`src/rtl/trap_entry_pkg.sv`:
```
// Package: trap_entry_pkg
// Shared widths, processor-state bit positions, trap-type classes and the
// layout of one trap stack slot. Assumes a 64-bit address space.
package trap_entry_pkg;
    localparam int ADDR_W   = 64;
    localparam int TT_W     = 9;
    localparam int CCR_W    = 8;
    localparam int ASI_W    = 8;
    localparam int PST_W    = 12;
    localparam int TSTATE_W = 40;
    localparam int VEC_LOW  = 15;

    localparam logic [PST_W-1:0] PST_SAVE_MASK = 12'hF3F;
    localparam logic [PST_W-1:0] PST_ALTG      = 12'h001;
    localparam logic [PST_W-1:0] PST_PRIV      = 12'h004;
    localparam logic [PST_W-1:0] PST_FPEN      = 12'h010;
    localparam logic [PST_W-1:0] PST_REDERR    = 12'h020;

    localparam logic [TT_W-1:0] TT_CLEAN_WIN  = 9'h024;
    localparam logic [TT_W-1:0] TT_CLASS_MASK = 9'h1C0;
    localparam logic [TT_W-1:0] TT_CLASS_SPL  = 9'h080;
    localparam logic [TT_W-1:0] TT_CLASS_FIL  = 9'h0C0;

    typedef enum logic [1:0] {
        WOP_KEEP,
        WOP_CLEAN,
        WOP_SPILL,
        WOP_FILL
    } win_op_e;

    typedef struct packed {
        logic [TSTATE_W-1:0] tstate;
        logic [ADDR_W-1:0]   tpc;
        logic [ADDR_W-1:0]   tnpc;
        logic [TT_W-1:0]     tt;
    } tslot_t;
endpackage

```
`src/rtl/tl_state_pack.sv`:
```
// Module: tl_state_pack
// Packs condition codes, address-space id, masked processor state and the
// window pointer into the 40-bit saved-state word. Assumes CWP_W <= 8.
module tl_state_pack
    import trap_entry_pkg::*;
#(
    parameter int CWP_W = 3
) (
    input  logic [CCR_W-1:0]    ccr,
    input  logic [ASI_W-1:0]    asi,
    input  logic [PST_W-1:0]    pstate,
    input  logic [CWP_W-1:0]    cwp,
    output logic [TSTATE_W-1:0] tstate
);
    localparam int PST_LSB = 8;
    localparam int ASI_LSB = 24;
    localparam int CCR_LSB = 32;

    // Place each field at its bit position in the saved word.
    always_comb begin
        tstate = '0;
        tstate[CCR_LSB +: CCR_W] = ccr;
        tstate[ASI_LSB +: ASI_W] = asi;
        tstate[PST_LSB +: PST_W] = pstate & PST_SAVE_MASK;
        tstate[CWP_W-1:0]        = cwp;
    end
endmodule

```
`src/rtl/tl_window_adj.sv`:
```
// Module: tl_window_adj
// Classifies the trap type and computes the window pointer after entry.
// Assumes the window count is a power of two, so wrap is free.
module tl_window_adj
    import trap_entry_pkg::*;
#(
    parameter int CWP_W = 3
) (
    input  logic [TT_W-1:0]  tt,
    input  logic [CWP_W-1:0] cwp,
    input  logic [CWP_W-1:0] cansave,
    output win_op_e          op,
    output logic [CWP_W-1:0] cwp_next
);
    localparam logic [CWP_W-1:0] ONE = CWP_W'(1);
    localparam logic [CWP_W-1:0] TWO = CWP_W'(2);

    // Pick the adjustment class; an exact clean-window match wins.
    always_comb begin
        if (tt == TT_CLEAN_WIN)
            op = WOP_CLEAN;
        else if ((tt & TT_CLASS_MASK) == TT_CLASS_SPL)
            op = WOP_SPILL;
        else if ((tt & TT_CLASS_MASK) == TT_CLASS_FIL)
            op = WOP_FILL;
        else
            op = WOP_KEEP;
    end

    // Apply the class adjustment modulo the window count.
    always_comb begin
        unique case (op)
            WOP_CLEAN: cwp_next = cwp - ONE;
            WOP_SPILL: cwp_next = cwp - cansave - TWO;
            WOP_FILL:  cwp_next = cwp + ONE;
            default:   cwp_next = cwp;
        endcase
    end
endmodule

```
`src/rtl/tl_vector_gen.sv`:
```
// Module: tl_vector_gen
// Forms the handler vector, the next level and the reduced-error flag from
// the current level, vector base and trap type.
module tl_vector_gen
    import trap_entry_pkg::*;
#(
    parameter int MAX_TL = 5,
    parameter int TL_W   = 3
) (
    input  logic [ADDR_W-1:0] tba,
    input  logic [TT_W-1:0]   tt,
    input  logic [TL_W-1:0]   tl,
    output logic [ADDR_W-1:0] vec,
    output logic [ADDR_W-1:0] vec_npc,
    output logic [TL_W-1:0]   tl_next,
    output logic              red_set,
    output logic              at_max
);
    localparam logic [TL_W-1:0]   TL_MAX    = TL_W'(MAX_TL);
    localparam logic [TL_W-1:0]   TL_NEAR   = TL_W'(MAX_TL - 1);
    localparam logic [TL_W-1:0]   TL_ONE    = TL_W'(1);
    localparam logic [ADDR_W-1:0] LOW_CLEAR = ~ADDR_W'({VEC_LOW{1'b1}});

    logic [VEC_LOW-1:0] low_part;

    // Build the low 15 bits: nesting flag, type, five zero bits.
    always_comb low_part = {(tl > TL_ONE), tt, 5'b0};

    // Merge the low part into the cleared base and derive next-PC.
    always_comb begin
        vec     = (tba & LOW_CLEAR) | ADDR_W'(low_part);
        vec_npc = vec + ADDR_W'(4);
    end

    // Level stepping and the reduced-error condition near the top.
    always_comb begin
        at_max  = (tl >= TL_MAX);
        red_set = (tl >= TL_NEAR);
        tl_next = at_max ? tl : tl + TL_ONE;
    end
endmodule

```
`src/rtl/tl_trap_stack.sv`:
```
// Module: tl_trap_stack
// Register array with one slot per level below the maximum. One write port
// indexed by level, one combinational read port; out-of-range reads give 0.
module tl_trap_stack
    import trap_entry_pkg::*;
#(
    parameter int DEPTH = 5,
    parameter int LVL_W = 3
) (
    input  logic             clk,
    input  logic             rst_n,
    input  logic             wr_en,
    input  logic [LVL_W-1:0] wr_lvl,
    input  tslot_t           wr_data,
    input  logic [LVL_W-1:0] rd_lvl,
    output tslot_t           rd_data
);
    tslot_t slot_q [DEPTH];

    for (genvar g = 0; g < DEPTH; g++) begin : g_slot
        // Capture the pushed context when this slot is addressed.
        always_ff @(posedge clk) begin
            if (!rst_n)
                slot_q[g] <= '0;
            else if (wr_en && (wr_lvl == LVL_W'(g)))
                slot_q[g] <= wr_data;
        end
    end

    // Read mux for the inspection port.
    always_comb begin
        rd_data = '0;
        for (int i = 0; i < DEPTH; i++)
            if (rd_lvl == LVL_W'(i))
                rd_data = slot_q[i];
    end
endmodule

```
`src/rtl/trap_entry_ctrl.sv`:
```
// Module: trap_entry_ctrl
// Top of the trap entry controller. On a request it pushes the caller context
// into the slot for the current level and registers the handler state.
// Assumes NWIN is a power of two no larger than 256.
module trap_entry_ctrl
    import trap_entry_pkg::*;
#(
    parameter int NWIN   = 8,
    parameter int MAX_TL = 5,
    localparam int CWP_W = $clog2(NWIN),
    localparam int TL_W  = $clog2(MAX_TL + 1)
) (
    input  logic                clk,
    input  logic                rst_n,
    input  logic                trap_req,
    input  logic [TT_W-1:0]     trap_type,
    input  logic [ADDR_W-1:0]   cur_pc,
    input  logic [ADDR_W-1:0]   cur_npc,
    input  logic [TL_W-1:0]     cur_tl,
    input  logic [CWP_W-1:0]    cur_cwp,
    input  logic [CWP_W-1:0]    cur_cansave,
    input  logic [PST_W-1:0]    cur_pstate,
    input  logic [CCR_W-1:0]    cur_ccr,
    input  logic [ASI_W-1:0]    cur_asi,
    input  logic [ADDR_W-1:0]   cur_tba,
    output logic [ADDR_W-1:0]   new_pc,
    output logic [ADDR_W-1:0]   new_npc,
    output logic [TL_W-1:0]     new_tl,
    output logic [CWP_W-1:0]    new_cwp,
    output logic [PST_W-1:0]    new_pstate,
    output logic [ADDR_W-1:0]   new_tba,
    output logic                trap_taken,
    output logic                trap_err,
    input  logic [TL_W-1:0]     dbg_lvl,
    output logic [TSTATE_W-1:0] dbg_tstate,
    output logic [ADDR_W-1:0]   dbg_tpc,
    output logic [ADDR_W-1:0]   dbg_tnpc,
    output logic [TT_W-1:0]     dbg_tt
);
    localparam logic [PST_W-1:0] PST_ENTRY = PST_FPEN | PST_PRIV | PST_ALTG;

    logic [TSTATE_W-1:0] packed_state;
    win_op_e             win_op;
    logic [CWP_W-1:0]    cwp_calc;
    logic [ADDR_W-1:0]   vec_addr;
    logic [ADDR_W-1:0]   vec_next;
    logic [TL_W-1:0]     tl_calc;
    logic                red_calc;
    logic                lvl_full;
    logic                push_en;
    tslot_t              push_slot;
    tslot_t              peek_slot;

    tl_state_pack #(.CWP_W(CWP_W)) u_pack (
        .ccr    (cur_ccr),
        .asi    (cur_asi),
        .pstate (cur_pstate),
        .cwp    (cur_cwp),
        .tstate (packed_state)
    );

    tl_window_adj #(.CWP_W(CWP_W)) u_win (
        .tt       (trap_type),
        .cwp      (cur_cwp),
        .cansave  (cur_cansave),
        .op       (win_op),
        .cwp_next (cwp_calc)
    );

    tl_vector_gen #(.MAX_TL(MAX_TL), .TL_W(TL_W)) u_vec (
        .tba     (cur_tba),
        .tt      (trap_type),
        .tl      (cur_tl),
        .vec     (vec_addr),
        .vec_npc (vec_next),
        .tl_next (tl_calc),
        .red_set (red_calc),
        .at_max  (lvl_full)
    );

    // Assemble the slot pushed for the current level.
    always_comb begin
        push_en          = trap_req && !lvl_full;
        push_slot.tstate = packed_state;
        push_slot.tpc    = cur_pc;
        push_slot.tnpc   = cur_npc;
        push_slot.tt     = trap_type;
    end

    tl_trap_stack #(.DEPTH(MAX_TL), .LVL_W(TL_W)) u_stack (
        .clk     (clk),
        .rst_n   (rst_n),
        .wr_en   (push_en),
        .wr_lvl  (cur_tl),
        .wr_data (push_slot),
        .rd_lvl  (dbg_lvl),
        .rd_data (peek_slot)
    );

    // Expose the inspected slot field by field.
    always_comb begin
        dbg_tstate = peek_slot.tstate;
        dbg_tpc    = peek_slot.tpc;
        dbg_tnpc   = peek_slot.tnpc;
        dbg_tt     = peek_slot.tt;
    end

    // Register the handler state on an accepted trap; flag refused ones.
    always_ff @(posedge clk) begin
        if (!rst_n) begin
            new_pc     <= '0;
            new_npc    <= '0;
            new_tl     <= '0;
            new_cwp    <= '0;
            new_pstate <= '0;
            new_tba    <= '0;
            trap_taken <= 1'b0;
            trap_err   <= 1'b0;
        end else begin
            trap_taken <= 1'b0;
            trap_err   <= 1'b0;
            if (trap_req) begin
                if (lvl_full) begin
                    trap_err <= 1'b1;
                end else begin
                    new_pc     <= vec_addr;
                    new_npc    <= vec_next;
                    new_tba    <= vec_addr;
                    new_tl     <= tl_calc;
                    new_cwp    <= (win_op == WOP_KEEP) ? cur_cwp : cwp_calc;
                    new_pstate <= red_calc ? (PST_ENTRY | PST_REDERR) : PST_ENTRY;
                    trap_taken <= 1'b1;
                end
            end
        end
    end
endmodule

```
`config.mk`:
```
export PLATFORM = sky130hd
export DESIGN_NAME = trap_entry_ctrl
export DESIGN_NICKNAME = d
export VERILOG_FILES = /design/src/rtl/trap_entry_pkg.sv /design/src/rtl/tl_state_pack.sv /design/src/rtl/tl_window_adj.sv /design/src/rtl/tl_vector_gen.sv /design/src/rtl/tl_trap_stack.sv /design/src/rtl/trap_entry_ctrl.sv
export SDC_FILE = /design/constraint.sdc
export NUM_CORES = 1
export LEC_CHECK = 0
export BUFFER_PORTS_ARGS = -buffer_cell sky130_fd_sc_hd__buf_2
export CAP_MARGIN = 20
export CORE_UTILIZATION = 30
export CTS_CLUSTER_SIZE = 8
export DETAILED_ROUTE_END_ITERATION = 6
export GPL_ROUTABILITY_DRIVEN = 0
export GPL_TIMING_DRIVEN = 0
export PLACE_DENSITY_LB_ADDON = 0.1
export SLEW_MARGIN = 5
export SYNTH_ARGS = -nofsm -noshare
export SYNTH_HDL_FRONTEND = slang
export SYNTH_SLANG_ARGS = --single-unit
```
`constraint.sdc`:
```
create_clock -name clk -period 19.07 [get_ports clk]
set_clock_uncertainty 0.2 [all_clocks]
set_input_delay 2.8605 -clock clk [delete_from_list [all_inputs] [get_ports clk]]
set_output_delay 2.8605 -clock clk [all_outputs]
set_load 0.1 [all_outputs]
```
==> results.cfg, run 1 <==
[run_status]
outcome = finished clean

[logic_synthesis]
syn_inst = 3126
synth_cell_types = 43
netlist_area_sq_um = 40750
ys_ff_latch = 899
yosysSeqAreaShare = 0.6456
postSynthAreaPerCell_sq_um = 13.03
synth_ff_type = edfxtp_1
synth-edff-count = 830
async_flop_share = 0
ys_warn_count = 0

[floorplan]
row_count = 134
dieWidth_um = 370.5
start_util = 0.3038
core_area_sq_um = 134100
fp.dieArea_sq_um = 137300
io_pins = 633
fp.dieH_um = 370.5

[sta]
fmax_mhz = 112.0
relSlewSlack = 0.3144
fin_crit_sh = 0.4681
worst_pin_slew_ns = 1.028
finalSetupTns_ns = 0
min_period_ns = 8.927
finalSetupViolCount = 0
setup_ws_ns = 10.14
hold_violations = 0
rsz0062_at_grt = false
slew_violations = 0

[grt]
grt_pass1_vias = 26929
globalRouteTotalUtil = 0.2050
grt_max_degree = 48
grt_remaining_overflow = 0
grt_first_pass_wirelength_mm = 199.2
antenna_found_initial = 51

[clocking]
cts_made_buffers = 131
cts.sinks = 899
clock_path_buffers = 3
htree_levels = 4
clk_latency_ns = 0.74
clk_pin_slew_ns = 0.05
cts_tree = done
post_cts_resize_count = 0
cts_hold_buf = 0
root_buffer = clkbuf_16
cts_setup_buffers = 0

[place]
pre_cts_slack_ns = 9.970
dp_hpwl_mm = 97.48
io_buffers = 580
dpl_cell_area_sq_um = 46620

[layout]
area_delta_synth_final_pct = 23.30
final_area_sq_um = 50240
final_cell_mix = 831 x and2_1, 830 x edfxtp_1, 626 x buf_2, 196 x nand2_1, 162 x buf_4
drive_above_1_share = 0.2730
layout_commonest_cell = and2_1
num-nets-final = 4148

[worst_hold_path]
hold_class = flop to flop

[setup_path]
cp_slowest_cell = clkbuf_1
crit_type = input pin to output pin
slowest_delay_ns = 0.73
cp_max_fo = 10
arrival_ns = 5.87
required_ns = 16.01
start_kind = input pin
cp_cell_sequence = buf_2 > clkbuf_2 > clkbuf_1 > clkbuf_1 > o22ai_1 > buf_2
cp-end-kind = output pin

[routing]
vias = 26602
wire_per_inst_um = 24.98
postRouteAntennaNets = 0
firstDrtPassIters = 5
viasPerCell = 4.664
drtIter0Drc = 1699
wirelength_mm = 142.5
drcViolationCount = 0

[power_and_ir_drop]
totalPowerFinal_mw = 5.359
power.density_nw_per_um2 = 106.7
vdd_drop_max_uv = 66.86
p_leak_nw = 19.93

[run]
cap_violations = 0
## per-stage QoR
step             util  std cells  hold WS [ns]
2_1_floorplan       -       3158        0.6871
3_3_place_gp   0.3428       5506        0.2580
3_5_place_dp   0.3475       5530        0.2595
4_1_cts        0.3743       5691        0.2680
5_1_grt        0.3743       5693        0.3087
6_report       0.3746       5704        0.2635
## sequential cells by signal, summed over array words and instances, names as in the netlist
| register | flops |
|---|---|
| u_stack.slot_q | 830 |
| new_npc | 60 |
| new_cwp | 3 |
| new_tl | 3 |
| new_pstate | 1 |
| trap_err | 1 |
| trap_taken | 1 |
## kinds of logic (layout without fill, tap and decap cells)
logic type      count (synthesis)  count (layout)  synth area share
compound gates                442             442           0.06799
xor+xnor                        2               2         0.0007677
simple gates                 1155            1155            0.1594
other cells                     1              46        0.00009204
flops                         899             899            0.6456
fa+ha+maj                       9               9          0.002948
mux                           167             167           0.06160
buf+inv                       451            1216           0.06163
## where the power goes
group | internal [mW] | switching, mW | total [mW]
Sequential | 2.28 | 0.0410 | 2.32
Clock | 1.27 | 0.869 | 2.14
Combinational | 0.182 | 0.716 | 0.898
Total | 3.73 | 1.63 | 5.36
## path summary, 6_finish.rpt
| path | start | to | slack, ns | cells after the start |
|---|---|---|---|---|
| worst max register to register | new_npc[56] | new_npc[56] | 18.05 | 2 |
| worst max-delay path | dbg_lvl[2] | dbg_tnpc[26] | 10.14 | 6 |
| worst min-delay path | new_pstate[5] | new_pstate[5] | 0.26 | 2 |
| worst min register to register | new_pstate[5] | new_pstate[5] | 0.26 | 2 |
## area by class of cell
class                   count  area, sq um
repair buffers            604         3496
flip-flops and latches    899        26310
multi-input cells        1808        12090
plain buffers             376         2231
well taps                1768         2212
clock buffers             149         3420
inverters                  75        281.5
clock inverters            12        170.2
fillers                 13196        83890
diodes                     13        32.53
## layer usage
layer / routed length, um / part of all wire / GRT usage
met4: 2815 / 0.020 / 0.05231
met5: 153 / 0.0011 / 0
met3: 9462 / 0.066 / 0.05171
met2: 70040 / 0.49 / 0.3479
met1: 60000 / 0.42 / 0.2589
## synthesized netlist by cell type, types with 2 or more instances
master,number,share of area
nor2_1,102,0.0094
a22oi_1,99,0.018
nand2_1,200,0.018
buf_2,46,0.0057
a21boi_0,61,0.011
a21oi_1,103,0.013
o21ai_0,71,0.0087
edfxtp_1,830,0.61
o22ai_1,99,0.015
nor3b_2,2,0.00061
buf_6,18,0.0050
mux2i_1,100,0.025
nor2b_1,3,0.00046
inv_1,75,0.0069
nand3_1,3,0.00037
mux4_2,67,0.037
and2_1,831,0.13
nand3b_1,2,0.00037
nor3_1,3,0.00037
o21ai_1,2,0.00025
buf_1,6,0.00055
clkbuf_2,14,0.0017
ha_1,8,0.0025
clkbuf_1,130,0.012
dfxtp_1,69,0.034
and3_1,2,0.00031
o211a_1,3,0.00074
buf_4,162,0.030
## worst max-delay path, delay by kind of cell
kind / cells / cell delay, ns
compound gates: 1 / 0.41
buf+inv: 5 / 2.52
Note: power is estimated with default switching activity, not from simulation.
==> inputs of run 2 (changes only) <==
clock period = 8.3 ns   (was 19.07 ns; I/O delays follow)
==> run 2 against run 1 <==
Effect of this change: combinational power increased by 130%; via count increased by 0.19%; wire length is 1.1% higher; critical path type unchanged.
==> results.cfg, run 2 (synthesis gave the netlist of run 1 again) <==
[layout]
nFillCells = 13262
reg.largest.list = u_stack.slot_q x830, new_npc x60
num-nets-final = 4149
largest_register_ffs = 830
area_delta_synth_final_pct = 23.34
top_register = u_stack.slot_q
layout_commonest_cell = and2_1
drive_above_1_share = 0.2724
final_cell_mix = 831 x and2_1, 830 x edfxtp_1, 626 x buf_2, 196 x nand2_1, 162 x buf_4
utilization = 0.3747

[setup_path]
crit_type = input pin to output pin
cp_cell_sequence = buf_2 > clkbuf_2 > buf_16 > clkbuf_1 > clkbuf_1 > o22ai_1 > buf_2
start_kind = input pin
cp-end-kind = output pin
required_ns = 6.86
cp_max_fo = 10
cp_slowest_cell = clkbuf_1
slowest_delay_ns = 0.75
arrival_ns = 4.12

[sta]
finalSetupViolCount = 0
setup_ws_ns = 2.739
worst_pin_slew_ns = 1.147
min_period_ns = 5.561
slew_violations = 0
hold_violations = 0
relSlewSlack = 0.2352
fmax_mhz = 179.8
rsz0062_at_grt = false
fin_crit_sh = 0.6700

[floorplan]
dieWidth_um = 370.5
fp.dieH_um = 370.5
start_util = 0.3038
fp.dieArea_sq_um = 137300
io_pins = 633
row_count = 134
core_area_sq_um = 134100

[place]
io_buffers = 580
pre_cts_slack_ns = 2.659
dp_hpwl_mm = 98.53

[routing]
wirelength_mm = 144.1
wire_per_inst_um = 25.24
viasPerCell = 4.669
drtIter0Drc = 1886
drcViolationCount = 0
postRouteAntennaNets = 0
vias = 26653
firstDrtPassIters = 5

[clocking]
cts.sinks = 899
cts_hold_buf = 0
htree_levels = 4
clk_pin_slew_ns = 0.05
cts_made_buffers = 130
clock_path_buffers = 3
cts_setup_buffers = 0
root_buffer = clkbuf_16
clk_latency_ns = 0.75
post_cts_resize_count = 0
cts_tree = done

[grt]
grt_pass1_vias = 26727
grt_remaining_overflow = 0
grt_max_degree = 49
antenna_found_initial = 53
grt_first_pass_wirelength_mm = 200.8
globalRouteTotalUtil = 0.2077

[run]
cap_violations = 0

[power_and_ir_drop]
power.density_nw_per_um2 = 244.4
p_leak_nw = 19.93
vdd_drop_max_uv = 147.3

[worst_hold_path]
hold_class = flop to flop

[run_status]
outcome = finished clean
-- run 2: cell types whose count changed in the layout (fill, tap and decap cells not counted) --
cell       previous run  this run
inv_6                 6         5
clkinv_8              2         4
clkbuf_1            143       149
bufinv_16             1         0
buf_12                9        11
inv_16                1         0
clkbuf_8              1         0
clkinv_2              1         0
-- run 2: worst max-delay path: cells and delay by family --
kind	cells	cell delay (ns)
buffers and inverters	6	2.54
AO/OA/AOI/OAI	1	0.31
-- run 2: stage by stage --
| step | power, mW | cell area, sq um | TNS [ns] | std cells | hold WS, ns |
|---|---|---|---|---|---|
| 6_report | 12.28 | 50260 | 0 | 5709 | 0.2680 |
| 5_1_grt | 12.67 | 50230 | 0 | 5700 | 0.2934 |
| 4_1_cts | 12.43 | 50220 | 0 | 5696 | 0.2712 |
| 3_5_place_dp | 7.525 | 46660 | 0 | 5532 | 0.2628 |
| 3_3_place_gp | 7.560 | 45980 | -2496.11 | 5506 | 0.2538 |
| 2_1_floorplan | 6.962 | 40870 | 0 | 3158 | 0.6873 |
-- run 2: area by class of cell --
class	instances	area [sq um]	share of cell area
Clock inverter	10	138.9	0.002764
Buffer	376	2231	0.04439
Tap cell	1768	2212	0.04402
Antenna cell	13	32.53	0.0006473
Sequential cell	899	26310	0.5234
Clock buffer	154	3428	0.06822
Multi-Input combinational cell	1808	12090	0.2406
Timing Repair Buffer	606	3536	0.07036
Inverter	75	281.5	0.005602
-- run 2: metal layers --
metal | GRT usage | up-vias | share of wire
met1 | 0.2578 | 13155 | 0.41
met4 | 0.06632 | 30 | 0.027
li1 | - | 12385 | -
met2 | 0.3520 | 847 | 0.49
met3 | 0.05209 | 236 | 0.070
met5 | 0 | - | 0.0013
-- run 2: path summary, 6_finish.rpt --
check | cells past startpoint | from | end | slack (ns)
worst max-delay path | 7 | dbg_lvl[2] | dbg_tnpc[28] | 2.74
worst min-delay path | 2 | new_tl[1] | new_tl[1] | 0.27
worst max register to register | 2 | new_npc[53] | new_npc[53] | 7.26
worst min register to register | 2 | new_tl[1] | new_tl[1] | 0.27
-- run 2: where the power goes --
group / switching, mW / internal [mW] / total (mW)
combinational: 1.65 / 0.421 / 2.07
clock: 2.00 / 2.88 / 4.88
sequential: 0.0943 / 5.24 / 5.34
total: 3.74 / 8.54 / 12.3
==> inputs of run 3 (changes only) <==
ABC_AREA = 1   (was not set)
clock period = 4.7 ns   (was 8.3 ns; I/O delays follow)
==> run 3 against run 2 <==
Effect of this change: wire length decreased by 5.1%; critical endpoint is now dbg_tt[8]; non-clock buffer count increased by 35; highest routed layer unchanged; clock power increased by 76%.
==> results.cfg, run 3 <==
[run_status]
outcome = finished clean

[routing]
wirelength_mm = 136.8
postRouteAntennaNets = 0
viasPerCell = 4.548
drtIter0Drc = 2048
wire_per_inst_um = 21.73
vias = 28625
drcViolationCount = 0
firstDrtPassIters = 5

[logic_synthesis]
synth_common_cells = 838 x nor2_1, 830 x edfxtp_1, 478 x nand2_1
yosysSeqAreaShare = 0.6765
synth_top_family_by_area = simple AND/OR/NAND/NOR gates
synth_most_common_cell = nor2_1
synth_compound_area_frac = 0.05293
async_flop_share = 0
netlist_area_sq_um = 38880
synth_top_area_frac = 0.6410
synthTopCellsByArea = edfxtp_1 64%, nor2_1 8.1%, nand2_1 4.6%, nand3_1 4.4%, buf_4 3.6%
ys_ff_latch = 899
synth_fa_ha_area_frac = 0.003089
postSynthAreaPerCell_sq_um = 10.46
synth-edff-count = 830
synth_cell_types = 31
synth_xor_area_frac = 0.0004505
syn_inst = 3717
synth_ff_type = edfxtp_1
yosys.area_share.simple = 0.1732
synth_mux_area_frac = 0
yosys.area.top_type = edfxtp_1
ys_warn_count = 0

[setup_path]
ff2ff_setup_slack_ns = 3.41
cp-endpoint = dbg_tt[8]
path_depth = 9
cp-startpoint = dbg_lvl[2]
cp-end-kind = output pin
cp_cell_sequence = buf_2 > inv_2 > buf_2 > clkbuf_1 > nand3_1 > o21ai_1 > a21oi_1 > nand3_1 > buf_2
critical_path_buf_inv_count = 5
slowest_delay_ns = 0.53
crit_type = input pin to output pin
reg2reg_to = new_npc[12]
crit_family = buffers and inverters
reg2reg_from = new_npc[12]
arrival_ns = 3.02
crit_top_cell = buf_2
start_kind = input pin
required_ns = 3.80
cp_slowest_cell = clkbuf_1
cp_max_fo = 10
worstRegToRegCells = 2

[layout]
area_delta_synth_final_pct = 25.28
largest_register_ffs = 830
final_cell_mix = 838 x nor2_1, 830 x edfxtp_1, 720 x buf_2, 474 x nand2_1, 346 x inv_1
top_register = u_stack.slot_q
final_area_sq_um = 48710
seqCellArea_sq_um = 26310
nFillCells = 12944
layout_commonest_cell = nor2_1
num-nets-final = 4777
multi_input_area_sq_um = 9116
reg.largest.list = u_stack.slot_q x830, new_npc x60
drive_above_1_share = 0.2410
post_layout_nonfiller_instances = 6294

[clocking]
root_buffer = clkbuf_16
cts_made_buffers = 131
cts_hold_buf = 40
cts_tree = done
cts.sinks = 899
clock_path_buffers = 3
post_cts_resize_count = 0
cts_setup_buffers = 0
clk_latency_ns = 0.70
clk_pin_slew_ns = 0.05
htree_levels = 4

[power_and_ir_drop]
p_int_mw = 14.98
pwr-share-seq = 0.436
clkPwrFrac = 0.396
swShare = 0.3085
p_leak_nw = 20.86
totalPowerFinal_mw = 21.66
vdd_drop_max_uv = 312.5
power.density_nw_per_um2 = 444.6
power_switching_mw = 6.682
combPwrFrac = 0.168

[floorplan]
start_util = 0.3038
fp.dieH_um = 362.0
io_pins = 633
fp.dieArea_sq_um = 131100
row_count = 131
core_area_sq_um = 128000
dieWidth_um = 362.0

[place]
dp_cells = 6080
dpl_cell_area_sq_um = 44720
dp_hpwl_mm = 95.67
io_buffers = 580

[sta]
fin_crit_sh = 0.8356
slew_violations = 0
fmax_mhz = 254.6
hold_violations = 0
worst_pin_slew_ns = 1.022
rsz0062_at_grt = false
finalSetupViolCount = 0
relSlewSlack = 0.3186
min_period_ns = 3.927

[run]
cap_violations = 0

[worst_hold_path]
hold_class = input pin to flop

[grt]
grt_pass1_vias = 28549
grt_max_degree = 71
antenna_found_initial = 32
grt_first_pass_wirelength_mm = 196.2
grt_remaining_overflow = 0
globalRouteTotalUtil = 0.2065
-- run 3: cell count changes after synthesis, sizes merged, moves of 100 or more --
| cell | delta |
|---|---|
| clkbuf | -110 |
| o21ai | +107 |
| nand3 | +339 |
| and2 | -831 |
| mux2i | -100 |
| nor2 | +737 |
| inv | +276 |
| nand2 | +278 |
| a21oi | +126 |
| buf | +109 |
-- run 3: metrics by stage --
step	TNS, ns	worst slack, ns	hold slack [ns]	util
after global placement	-3242.19	-5.005	0.2516	0.3446
after floorplan	-426.11	-0.8375	0.5950	-
after detailed placement	0	0.4342	0.2626	0.3493
after global routing	0	0.7180	0.01538	0.3805
final	0	0.7728	0.05264	0.3805
after CTS	0	0.7653	0.00009248	0.3804
-- run 3: worst min-delay path: stages --
cell and delay [ns]:
buf_2 0.09, nand2_1 0.07, a21oi_1 0.06
-- run 3: how the worst min path moves through the flow --
stage / from / end / cells past startpoint
floorplan: cur_tl[0] / new_tl[0] / 1
global placement: new_cwp[1] / new_cwp[1] / 2
detailed placement: new_cwp[1] / new_cwp[1] / 2
CTS: cur_tba[51] / new_npc[51] / 3
global route: cur_tba[46] / new_npc[46] / 3
finish: cur_tba[51] / new_npc[51] / 3
-- run 3: logic make-up after synthesis --
family                     Yosys count
AOI/OAI and AO/OA                  410
xor gates and xnor gates             2
adders and majority gates            9
buffers and inverters              727
DFF                                899
other                                1
and+or+nand+nor                   1669
-- run 3: routing by layer --
| layer | global-route usage | routed length, um |
|---|---|---|
| met2 | 0.3623 | 68440 |
| met3 | 0.04351 | 7869 |
| met5 | 0 | 71 |
| met1 | 0.2555 | 57330 |
| met4 | 0.05533 | 3041 |
-- run 3: power by group through the flow --
stage | Sequential (mW) | Clock, mW | Combinational [mW]
2_1_floorplan | 9.85 | 0 | 2.47
3_3_place_gp | 9.71 | 0 | 3.58
3_5_place_dp | 9.60 | 0 | 3.65
4_1_cts | 9.45 | 8.78 | 3.69
5_1_grt | 9.49 | 9.07 | 3.81
6_report | 9.45 | 8.58 | 3.63
-- run 3: cell type report --
cell class | count | share of cell area
diodes | 5 | 0.0002568
plain buffers | 375 | 0.04793
clock buffers | 157 | 0.07061
clock inverters | 12 | 0.002979
inverters | 352 | 0.02738
multi-input cells | 2123 | 0.1871
flip-flops and latches | 899 | 0.5400
well taps | 1729 | 0.04441
repair buffers | 642 | 0.07931
